===== config.mk =====
export PLATFORM = sky130hd
export DESIGN_NAME = tdm_frame_sync
export DESIGN_NICKNAME = d
export VERILOG_FILES = /design/src/rtl/tdm_frame_sync.sv
export SDC_FILE = /design/constraint.sdc
export NUM_CORES = 1
export LEC_CHECK = 0
export BUFFER_PORTS_ARGS = -buffer_cell sky130_fd_sc_hd__buf_2
export CORE_MARGIN = 8
export CORE_UTILIZATION = 45
export DETAILED_ROUTE_END_ITERATION = 8
export GPL_TIMING_DRIVEN = 1
export PLACE_DENSITY = 0.71
export SYNTH_ARGS = -nofsm -noshare
export SYNTH_HDL_FRONTEND = slang
export SYNTH_SLANG_ARGS = --single-unit

===== constraint.sdc =====
create_clock -name clk -period 5.9 [get_ports clk]
set_input_delay 0.295 -clock clk [delete_from_list [all_inputs] [get_ports clk]]
set_output_delay 0.295 -clock clk [all_outputs]
set_load 0.005 [all_outputs]

===== src/rtl/tdm_frame_sync.sv =====
module tdm_frame_sync #(
  parameter int SLOT_W = 10,
  parameter int LOC_W  = 5,
  parameter int DLY_W  = 16
) (
  input  logic              clk,
  input  logic              rst_n,
  input  logic              enable,
  input  logic              gen_mode,
  input  logic              bclk_edge,
  input  logic              bclk_lvl,
  input  logic              fsync_in,
  input  logic [SLOT_W-1:0] cfg_slots,
  input  logic              cfg_xbit,
  input  logic [1:0]        cfg_bitlen,
  input  logic              cfg_bclk_fall,
  input  logic              cfg_fs_low,
  input  logic [LOC_W-1:0]  cfg_fs_loc,
  input  logic [LOC_W-1:0]  cfg_fs_len,
  input  logic [DLY_W-1:0]  cfg_samp_dly,
  output logic              fsync_out,
  output logic              frame_start,
  output logic [SLOT_W-1:0] slot_idx,
  output logic [2:0]        bit_idx,
  output logic              frame_bit,
  output logic              frame_good,
  output logic              err_extra,
  output logic              err_missing
);

  localparam int POS_W = SLOT_W + 7;
  localparam int BIT_W = SLOT_W + 4;

  logic              active;
  logic [2:0]        half_shift;
  logic [BIT_W-1:0]  bits_per_frame;
  logic [POS_W-1:0]  frame_len, half_per_bit, first_bit, loc_ext, sync_pos;
  logic [POS_W-1:0]  pos, pos_inc;
  logic              run, pend, last_start, prev_act, win_ok;
  logic [LOC_W-1:0]  lc;
  logic [DLY_W-1:0]  dcnt;
  logic              start_edge, samp, rx_act, lead, parity_ok;
  logic [BIT_W-1:0]  bt;
  logic [SLOT_W+2:0] bit_num;
  logic              in_fbit;

  assign active         = enable && (cfg_bitlen != 2'd3) && (cfg_slots != '0);
  assign half_shift     = {1'b0, cfg_bitlen} + 3'd1;
  assign bits_per_frame = {1'b0, cfg_slots, 3'b000} + BIT_W'(cfg_xbit);
  assign frame_len      = POS_W'(bits_per_frame) << half_shift;
  assign half_per_bit   = POS_W'(2) << cfg_bitlen;
  assign first_bit      = cfg_xbit ? half_per_bit : '0;
  assign loc_ext        = POS_W'(cfg_fs_loc);
  assign sync_pos       = (first_bit >= loc_ext) ? first_bit - loc_ext
                                                 : first_bit + frame_len - loc_ext;
  assign pos_inc        = (pos == frame_len - POS_W'(1)) ? '0 : pos + POS_W'(1);

  assign start_edge = bclk_lvl ^ cfg_bclk_fall;
  assign samp       = pend && (dcnt == '0) && !bclk_edge && !gen_mode;
  assign rx_act     = fsync_in ^ cfg_fs_low;
  assign lead       = rx_act && !prev_act;
  assign parity_ok  = last_start == !sync_pos[0];

  always_ff @(posedge clk) begin
    if (!rst_n || !active) begin
      run         <= 1'b0;
      pos         <= '0;
      lc          <= '0;
      pend        <= 1'b0;
      dcnt        <= '0;
      last_start  <= 1'b0;
      prev_act    <= 1'b0;
      win_ok      <= 1'b0;
      frame_good  <= 1'b0;
      frame_start <= 1'b0;
      err_extra   <= 1'b0;
      err_missing <= 1'b0;
    end else begin
      frame_start <= 1'b0;
      err_extra   <= 1'b0;
      err_missing <= 1'b0;
      if (bclk_edge) begin
        last_start <= start_edge;
        pend       <= 1'b1;
        dcnt       <= cfg_samp_dly;
        if (gen_mode && !run) begin
          if (start_edge) begin
            run         <= 1'b1;
            pos         <= '0;
            frame_start <= 1'b1;
            lc          <= (sync_pos == '0) ? cfg_fs_len : '0;
          end
        end else if (run) begin
          pos         <= pos_inc;
          frame_start <= (pos_inc == '0);
          if (gen_mode)
            lc <= (pos_inc == sync_pos) ? cfg_fs_len
                                        : ((lc != '0) ? lc - LOC_W'(1) : '0);
        end
      end else if (pend) begin
        if (dcnt == '0) pend <= 1'b0;
        else            dcnt <= dcnt - DLY_W'(1);
      end
      if (samp) begin
        prev_act <= rx_act;
        if (!run) begin
          if (lead && parity_ok) begin
            run         <= 1'b1;
            pos         <= sync_pos;
            win_ok      <= 1'b1;
            frame_start <= (sync_pos == '0);
          end
        end else if (pos == sync_pos) begin
          frame_good  <= win_ok;
          win_ok      <= lead;
          err_missing <= !lead;
        end else if (lead) begin
          err_extra <= 1'b1;
          win_ok    <= 1'b0;
        end
      end
    end
  end

  assign fsync_out = cfg_fs_low ^ (gen_mode && run && (lc != '0));

  assign bt       = BIT_W'(pos >> half_shift);
  assign in_fbit  = cfg_xbit && (bt == '0);
  assign bit_num  = (SLOT_W+3)'(bt - BIT_W'(cfg_xbit));
  assign slot_idx = (run && !in_fbit) ? bit_num[SLOT_W+2:3] : '0;
  assign bit_idx  = (run && !in_fbit) ? bit_num[2:0] : 3'd0;
  assign frame_bit = run && in_fbit;

  assert_idle_R1: assert property (@(posedge clk) disable iff (!rst_n)
    !active |=> (!frame_good && !frame_start && !err_extra && !err_missing));

  assert_pos_range_R2: assert property (@(posedge clk) disable iff (!rst_n)
    (run && active) |-> (pos < frame_len));

  assert_sync_hold_R5: assert property (@(posedge clk) disable iff (!rst_n)
    (active && gen_mode && !bclk_edge) |=> $stable(lc));

  assert_fstart_origin_R6: assert property (@(posedge clk) disable iff (!rst_n)
    frame_start |-> (slot_idx == '0 && bit_idx == 3'd0));

  assert_no_err_unaligned_R8: assert property (@(posedge clk) disable iff (!rst_n)
    !run |=> (!err_extra && !err_missing));

  assert_err_single_R9: assert property (@(posedge clk) disable iff (!rst_n)
    err_extra |=> !err_extra);

  assert_miss_single_R10: assert property (@(posedge clk) disable iff (!rst_n)
    err_missing |=> !err_missing);

endmodule


==> impl_results.md <==
- Layout cells sized above 1: 0.135
- Most common cell after layout, fill and taps aside: nor2_1
- Sequential area share after synthesis: 0.130
- Outcome: complete, no violations
- Routed vias: approximately 7100
- Final GP Congestion: 0.953
- CTS root buf: clkbuf_16
- Nets: about 1100
- PortBufs: 66
- RSZ-0062 raised after global routing: no
- Ports: between 60 and 70
- Hold depth: 2
- Post-synthesis cell type count: between 90 and 100
- Synth top area share: 0.130
- Die area: just over 20000 um2
- Worst Path Max Fanout: 22
- Final worst setup slack: approximately 0.5 ns
- Initial antenna violation count: 0
- Critical path data required time: 6.13 ns
- Total congestion overflow: 0
- Max reg flops: 17
- Leak: roughly 3.2 nW
- Largest net degree at the start of global routing: 47
- Worst hold margin: between 0.2 and 0.25 ns
- # Max-Cap Violations: 0
- First-pass DRT Iterations: 5
- Worst setup SP type: input pin
- R2r worst-path depth: 11
- YS warnings: 0
- Yosys top cell by area: dfxtp_1
- Async set-reset flop share out of synthesis: 0
- Drt drc: 0
- Die W: between 100 and 150 um
- H-tree levels: 2
- # setup viols final: 0
- Synth Instances: 977
- Vias/cell: between 5 and 6
- Critical path class: input pin to register
- WL final: around 20000 um
- Clk sinks: 47
- Starting Density: 0.458
- Worst slew margin: 0.486
- Crit path DAT: about 5.6 ns
- Area Overhead vs Synth: 7.91%
- WL/cell: 16.4 um
- PD cells: roughly 180 nW/um2
- Hold_buf cts: 0
- Syn_area_per_cell: about 7.4 um2
- Synthesized net count: between 1000 and 1500
- Final hold vios: 0
- Synth area leaders: dfxtp_1 (13%), xnor2_1 (8.4%), ha_1 (7.6%), nor2_1 (6.1%), xor2_1 (4.5%)
- Fmax: 186 MHz
- Util after Layout: 0.494
- Synth Area in Simple Gates: 0.271
- First-pass GRT wire length: approximately 33000 um
- # Post-CTS Setup Buffers: 0
- CTS tree: yes
- Crit path time final: about 5.4 ns
- Min-Delay Path Class: input pin to register
- Complex-gate fraction of the synthesized area: 0.235
- Main combinational cell family by area after synthesis: simple AND/OR/NAND/NOR gates
- DPL Wire Length: 15800 um
- Clock skew: approximately 0.013 ns
- GR Util All Layers: 0.194
- Final worst-path cycle share: 0.913
- Pre-CTS setup slack: approximately 0.15 ns
- Setup TNS: 0 ns
- Tightest Pin Transition: approximately 0.77 ns
- Post-synthesis mux area share: 0.0712
- FP Rows: 46
- Register name with the most flops: pos
- First-iteration detailed-routing DRC count: about 550
- Post-route ant nets: 0
- Latest clock arrival within the worst-skew pair: 0.29 ns
- CP endpoint kind: register
- Peak supply drop: about 0.00012 V
- CTS Buffer Depth: 2
- Post-synth EDFFs: 0
- Number of global-route vias before repair: between 6000 and 7000
- Synthesis-stage register bit count: 47
- Slew Viols, Final: 0
- Clock transition at path regs: about 0.06 ns
- Pwr Total: ~1.4 mW
- Core Area: between 15000 and 20000 um2
- Num CTS Buffers: 5
- Adder-cell share of the synthesized area: 0.0956
- Post-Synth XOR/XNOR Area: 0.129
- Commonest non-fill, non-tap cells in the layout: nor2_1 (116), nand2_1 (72), xnor2_1 (69)
- Die H: ~140 um
- Largest registers: pos (17), dcnt (16), lc (5)
- Antenna cells: 0
- Mapped Area: approximately 7200 um2
- Post-synth top flop: dfxtp_1
worst max-delay path: stages:
cell and delay (ns):
buf_2 0.12, inv_2 0.04, ha_1 0.34, buf_4 0.25
or2_2 0.36, o22ai_1 0.31, inv_1 0.11, ha_1 0.39
or4b_1 0.57, o21bai_1 0.23, nor2_1 0.20, nand3_1 0.12
a31o_2 0.24, a31oi_1 0.50, xnor2_1 0.19, nand3_1 0.09
nor4_1 0.34, nand4_1 0.35, nor2b_1 0.25, a21oi_1 0.13
o221a_1 0.18
layout make-up:
| type | instances | area (um2) |
|---|---|---|
| clock buffer | 7 | 133 |
| multi-input combinational | 816 | 5790 |
| timing repair buffer | 81 | 443 |
| tap | 216 | 270 |
| fill | 1608 | 7970 |
| sequential | 47 | 941 |
| clock inverter | 1 | 5.00 |
| inverter | 56 | 210 |
worst paths after layout:
kind	start	end	slack, ns
worst min register to register	lc[4]	lc[4]	0.45
worst max register to register	dcnt[2]	pos[1]	1.93
worst max-delay path	cfg_bitlen[0]	win_ok	0.51
worst min-delay path	cfg_fs_len[4]	lc[4]	0.22
Yosys cell counts (6+ instances only):
| library cell | number |
|---|---|
| buf_6 | 7 |
| and2_1 | 8 |
| xnor2_1 | 69 |
| o21a_1 | 6 |
| nand2_1 | 72 |
| a211oi_1 | 26 |
| nand3_1 | 32 |
| a21oi_1 | 61 |
| o22ai_1 | 7 |
| mux2i_1 | 23 |
| nor2_1 | 117 |
| a21o_1 | 11 |
| o31ai_1 | 6 |
| nor3_1 | 35 |
| nand4_1 | 13 |
| nor4_1 | 20 |
| nand2b_1 | 15 |
| ha_1 | 44 |
| a31oi_1 | 10 |
| dfxtp_1 | 47 |
| xor2_1 | 37 |
| fa_1 | 7 |
| and3_1 | 10 |
| o21ai_0 | 32 |
| mux2_2 | 8 |
| or3_1 | 10 |
| nor2b_1 | 15 |
| clkbuf_1 | 41 |
| inv_1 | 54 |
cells by family (layout without fill, tap and decap cells):
kind of cell	Yosys count	count (layout)
flops	47	47
buf+inv	114	145
fa+ha+maj	51	51
simple gates	385	385
xor+xnor	106	106
mux	41	41
compound gates	233	233
what timing repair did:
item	4_1_cts	5_1_grt
gates resized for setup	0	2
endpoints found under the hold margin	0	0
setup endpoints to repair	0	3
routing by layer:
layer	share of wire	track usage	vias up
li1	-	-	3579
met5	0	0	-
met1	0.47	0.264	3304
met4	0.016	0.0442	0
met2	0.44	0.315	225
met3	0.067	0.0287	26
metrics by stage:
step	cells	cell area, um2
after floorplan	977	7230
after global placement	1216	7650
after detailed placement	1216	7650
after CTS	1224	7790
after global routing	1224	7800
final	1224	7800
power by group:
group | switching [mW] | leakage (nW) | internal, mW
Clock | 0.124 | 0.0679 | 0.157
Sequential | 0.00499 | 0.380 | 0.322
Combinational | 0.495 | 2.76 | 0.333
No activity file was read; power rests on OpenSTA's default activity.
